`config.mk`:
```
export PLATFORM = sky130hd
export DESIGN_NAME = cell_port_router
export DESIGN_NICKNAME = d
export VERILOG_FILES = /design/src/rtl/cell_port_router.sv
export SDC_FILE = /design/constraint.sdc
export NUM_CORES = 1
export LEC_CHECK = 0
export ABC_AREA = 1
export ABC_CLOCK_PERIOD_IN_PS = 1600
export BUFFER_PORTS_ARGS = -buffer_cell sky130_fd_sc_hd__buf_2
export CAP_MARGIN = 10
export CORE_MARGIN = 10
export CORE_UTILIZATION = 42
export CTS_CLUSTER_SIZE = 30
export DETAILED_ROUTE_END_ITERATION = 12
export GPL_ROUTABILITY_DRIVEN = 0
export GPL_TIMING_DRIVEN = 1
export PLACE_DENSITY = 0.9
export RECOVER_POWER = 25
export SLEW_MARGIN = 20
export SYNTH_ARGS = -nofsm -noshare
export SYNTH_HDL_FRONTEND = slang
export SYNTH_SLANG_ARGS = --single-unit
```
`constraint.sdc`:
```
create_clock -name clk -period 1.6 [get_ports clk]
set_input_delay 0.08 -clock clk [delete_from_list [all_inputs] [get_ports clk]]
set_output_delay 0.08 -clock clk [all_outputs]
set_load 0.02 [all_outputs]
```
`src/rtl/cell_port_router.sv`:
```
module cell_port_router #(
  parameter int W       = 32,
  parameter int TAG_W   = 28,
  parameter int NPORT   = 6,
  parameter int PRIO_W  = 3,
  parameter int IW_BIT  = 21
) (
  input  logic              clk,
  input  logic              rst,
  input  logic              cell_vld,
  input  logic [W-1:0]      ent_word0,
  input  logic [PRIO_W-1:0] ent_prio,
  input  logic [W-1:0]      ent_bd_word,
  input  logic              ent_fifo_mode,
  input  logic              ent_cell52,
  input  logic [W-1:0]      hdr_in,
  input  logic [NPORT-1:0]  port_room,
  output logic              fwd_vld,
  output logic [PRIO_W-1:0] fwd_port,
  output logic [W-1:0]      fwd_hdr,
  output logic              drop_vld,
  output logic              norm_vld
);
  localparam int LOW_W = W - TAG_W;

  logic iw_cell, port_ok, room_hit, go_fwd, go_drop, go_norm;

  assign iw_cell = ent_word0[IW_BIT] & ent_fifo_mode & ent_cell52;
  assign port_ok = ent_prio < PRIO_W'(NPORT);

  always_comb begin
    room_hit = 1'b0;
    for (int i = 0; i < NPORT; i++)
      if (ent_prio == PRIO_W'(i)) room_hit = port_room[i];
  end

  assign go_norm = cell_vld & ~iw_cell;
  assign go_fwd  = cell_vld & iw_cell & port_ok & room_hit;
  assign go_drop = cell_vld & iw_cell & ~(port_ok & room_hit);

  always_ff @(posedge clk) begin
    if (rst) begin
      fwd_vld  <= 1'b0;
      drop_vld <= 1'b0;
      norm_vld <= 1'b0;
      fwd_port <= '0;
      fwd_hdr  <= '0;
    end else begin
      fwd_vld  <= go_fwd;
      drop_vld <= go_drop;
      norm_vld <= go_norm;
      if (go_fwd) begin
        fwd_port <= ent_prio;
        fwd_hdr  <= {ent_bd_word[W-1 -: TAG_W], hdr_in[LOW_W-1:0]};
      end
    end
  end
endmodule


```
# Yosys cells after proc, flatten, opt, wreduce, memory -nomap -nowiden
# Index checks and enable logic that the tools add are counted.
[word_totals] ff_bits=38 wordCells=28 out_inout_bits=38 input_bits=110
[op_classes] n_reduce_logical=1 n_lt_le_gt_ge=1 n_eq_ne=5 n_bitwise=10 muxes=6
[op_table] op="1-bit AND" count=8
[op_table] op="3-bit by 2-bit equality test with 1-bit output (second input constant)" count=2
[op_table] op="3-bit equality test (second input constant)" count=2
[op_table] op="1-bit two-way mux" count=6
[op_table] op="3-bit by 1-bit equality test with 1-bit output (second input constant)" count=1
[op_table] op="3-bit logical NOT" count=1
[op_table] op="3-bit less-than comparator (second input constant)" count=1
[op_table] op="1-bit inverter" count=2

# Logic depth before layout (Yosys ltp)
[depth] ltp_word=10 ltp_mapped=10 depth_no_buf=9

# Least setup slack after synthesis
# Ideal clock, no wire load.
[synth_timing] kind="input-to-reg" from="input port ent_cell52" to="register fwd_hdr[11]" setup_time_ps=115 arrival_time_ps=866 setup_slack_ps=619 required_time_ps=1485 path_buffers=1 stages=6 path_cell_list="nand3_1 -> nor2_1 -> buf_2 -> nand3_2 -> nand2_1 -> nor2_1"
[synth_via] elab_chain_cells=4
[synth_rtl] item="from (decl)" line_no="15" rtl="input logic ent_cell52,"
[synth_rtl] item="1-bit AND" line_no="28" rtl="assign iw_cell = ent_word0[IW_BIT] & ent_fifo_mode & ent_cell52;"
[synth_rtl] item="1-bit AND (3 in a row)" line_no="38" rtl="assign go_fwd = cell_vld & iw_cell & port_ok & room_hit;"
[synth_rtl] item="to (signal assigned)" line_no="54" rtl="fwd_hdr <= {ent_bd_word[W-1 -: TAG_W], hdr_in[LOW_W-1:0]};"
[synth_rtl] item="to (decl)" line_no="20" rtl="output logic [W-1:0] fwd_hdr,"
# No other way between the ends.
# A chain may end at the register's enable or synchronous reset.

# Worst setup path after layout
[layout_timing] from="input port ent_prio[0]" to="register fwd_hdr[30]"
[layout_via] elab_chain_cells=8 word_cells_on_any_way=15 cone_classes="order compare (1); eq/ne (5); mux (6); bitwise (2); reduce/logical (1)"
[layout_rtl] item="from (decl)" line_no="12" rtl="input logic [PRIO_W-1:0] ent_prio,"
[layout_rtl] item="3-bit logical NOT" line_no="34" rtl="if (ent_prio == PRIO_W'(i)) room_hit = port_room[i];"
[layout_rtl] item="1-bit two-way mux (6 in a row)" line_no="34"
[layout_rtl] item="1-bit AND *" line_no="38"
# Mark *: on every way between the ends. The rest lies on a longest branch, timed or not.

==> impl_results.md <==
* #FFs+latches synth at 38
* Post-synth top area cell: dfxtp_1
* Post-synthesis cell type count at 17
* Initial Utilization at 0.4288
* Layout cells sized above 1 at 0.3104
* HPWL Detailed at 3576 um
* Crit end category: flop
* CTS H-Tree Depth at 2
* Clock Sinks at 38
* Post-Synthesis Cells at 255
* Startpoint type of the worst setup path: input port
* Critical path class: input port to flop
* EDFF count, synth at 0
* Main combinational cell family by area after synthesis: simple AND/OR/NAND/NOR gates
* Setup Viol. Count Final at 0
* Worst Max-Slew Pin Slew at 0.5350 ns
* Hold WS at approximately 0.036 ns
* Asr flop ratio synth at 0
* Critical Path Most Common Cell: nand2_1
* Final Util at 0.5472
* CTS Root Cell: clkbuf_8
* Max IR drop VDD at a little over 0.4 mV
* IO Port Bufs at 84
* Status: finished, final reports clean
* Clk_skew at 0 ns
* Yosys top cell area share at 0.4103
* Mux share of post-synthesis cell area at 0
* Relative slew slack at 0.6430
* First drt pass iteration count at 4
* Post-synth top cells: 40 x inv_1, 40 x nand2_1, 38 x dfxtp_1, 38 x nor2_1, 36 x a21oi_1
* Routed Wire Length at 4699 um
* Crit-path cells: buf_2 -> inv_2 -> nand2_1 -> nand3_1 -> nand2_1 -> nand2_2 -> nand2_4 -> buf_12 -> nand3_1 -> nand2_1 -> nor2_1
* Slew Viols, Final at 0
* Diodes inserted at 0
* Compound-Gate Fraction of Synth Area at 0.1039
* Warnings from Yosys at 0
* Kind of cell adding the most delay to the critical path: simple AND/OR/NAND/NOR gates
* Clock slew at reported path FFs at about 0.07 ns
* Adder-cell area share of the yosys netlist at 0
* Final Critical Period at 0.9641 ns
* Register area share after synthesis at 0.4103
* Vias in the first global route at about 1800
* Max clock buf depth at 2
* Die ar. at 0.007473 mm2
* Nets at 444
* Setup bufs post-CTS at 0
* Fin crit share at 0.6026
* Met3 WL at 483 um
* Maximum fanout along the worst path at between 70 and 80
* Crit path largest cell delay at ~0.29 ns
* Die Span X at 86.45 um
* Area grow syn2layout at 27.60%
* I/O pin total at 148
* Simple-gate share of the synthesized area at 0.3340
* Max Clk Rate at 1037 MHz
* Unrepaired setup endpoints after global routing: false
* TritonCTS clock tree: done
* Die Height at 86.45 um
* Core Rows at 24
* CP arrival at 1.14 ns
* Core ar. at ~0.0043 mm2
* Initial DRC Count at 60
* Mapped Area at 0.001854 mm2
* Global-route wire length before repair at 7845 um
* Vias per Instance at around 4.7
* Syn Area/Cell at 7.272 um2
* Worst path slowest cell: buf_12
* P_leak at 0.001199 uW
* CTS resizes at 0
* Top Layer Used: met4
* CTS buffer count at 5
* XOR/XNOR Fraction of Synth Area at 0
* WP buf/inv at 3
* Sum of negative setup slack at 0 ns
* Vias at 1805
* Hold-fix buffers, CTS at 0
* Largest net degree at the start of global routing at 72
* Clk_lat worst skew at 0.28 ns
* Top post-synthesis cells by area: dfxtp_1 41%, nand3_2 11%, a21oi_1 9.7%, inv_1 8.1%, nand2_1 8.1%
* Drt drc at 0
* Number of max-cap violations at 0
* Met2 Wirelength at 2297 um
* Drt wl/cell at 12.14 um
* Hold Path Class: input port to flop
* Initial antenna violation count at 0
* GRT Resource Usage Total at 0.1247
* Total congestion overflow at 0
* Worst EP required at ~1.8 ns
* Post-route ant nets at 0
* Hold Violations, Final at 0
* Met1 Wirelength at 1887 um
* Main synth FF type: dfxtp_1
* Mapped Nets at 365
* Cell Pwr Density at 818.6 mW/mm2
-- worst min-delay path, cell delays in order --
cell and delay (ns):
buf_2 0.10, nand3_1 0.07, inv_1 0.05
-- flip-flops by register name, indices dropped and copies added (netlist names) --
register and flops:
fwd_vld 1, fwd_port 3, norm_vld 1, drop_vld 1, fwd_hdr 32
-- logic make-up (layout without fill, tap and decap cells) --
kind of cell / count (synthesis) / in the layout
AO/OA/AOI/OAI: 37 / 37
buffers and inverters: 59 / 139
AND/OR/NAND/NOR: 121 / 121
flip-flops: 38 / 38
-- layer usage --
metal,vias up,global-route usage
met5,-,0
met4,0,0.03976
met3,4,0.06098
met2,54,0.2128
met1,800,0.1315
li1,947,-
-- stage by stage --
step	worst slack (ns)	std cells	total power [uW]	instance area, um2
after detailed placement	0.3282	379	1307	2298
after global placement	0.3679	379	1297	2298
after floorplan	0.6186	255	1215	1854
after global routing	0.5066	387	2050	2366
final	0.6359	387	1937	2366
after CTS	0.6364	387	1978	2390
-- final timing paths --
path                     from  cells past startpoint  slack (ns)           to
hold / removal       cell_vld                      3        0.04     norm_vld
hold reg to reg   fwd_hdr[26]                      2        0.48  fwd_hdr[26]
setup / recovery  ent_prio[0]                     11        0.64  fwd_hdr[30]
setup reg to reg  fwd_hdr[11]                      2        0.99  fwd_hdr[11]
-- cell usage in the layout, fill, tap and decap left out, drive strengths merged --
cell / netlist / routed
o211ai: 1 / 1
nand3b: 1 / 1
or2: 1 / 1
dfxtp: 38 / 38
nor2: 38 / 38
a21oi: 36 / 36
clkinv: 0 / 1
nand2: 42 / 42
buf: 17 / 72
clkbuf: 0 / 24
nand3: 39 / 39
inv: 42 / 42
-- power by group --
group	internal, uW	leakage, uW	switching [uW]
Combinational	115	0.000843	191
Sequential	965	0.000307	8.58
Clock	347	0.0000482	311
Total	1430	0.00120	510
-- cell type report --
cell class	count	area, um2
Fill cell	433	1958
Multi-Input combinational cell	158	819.5
Sequential cell	38	760.7
Timing Repair Buffer	89	471.7
Inverter	42	157.7
Clock buffer	7	86.33
Tap cell	52	65.06
Clock inverter	1	5.005
Power figures use the tool's default switching activity.
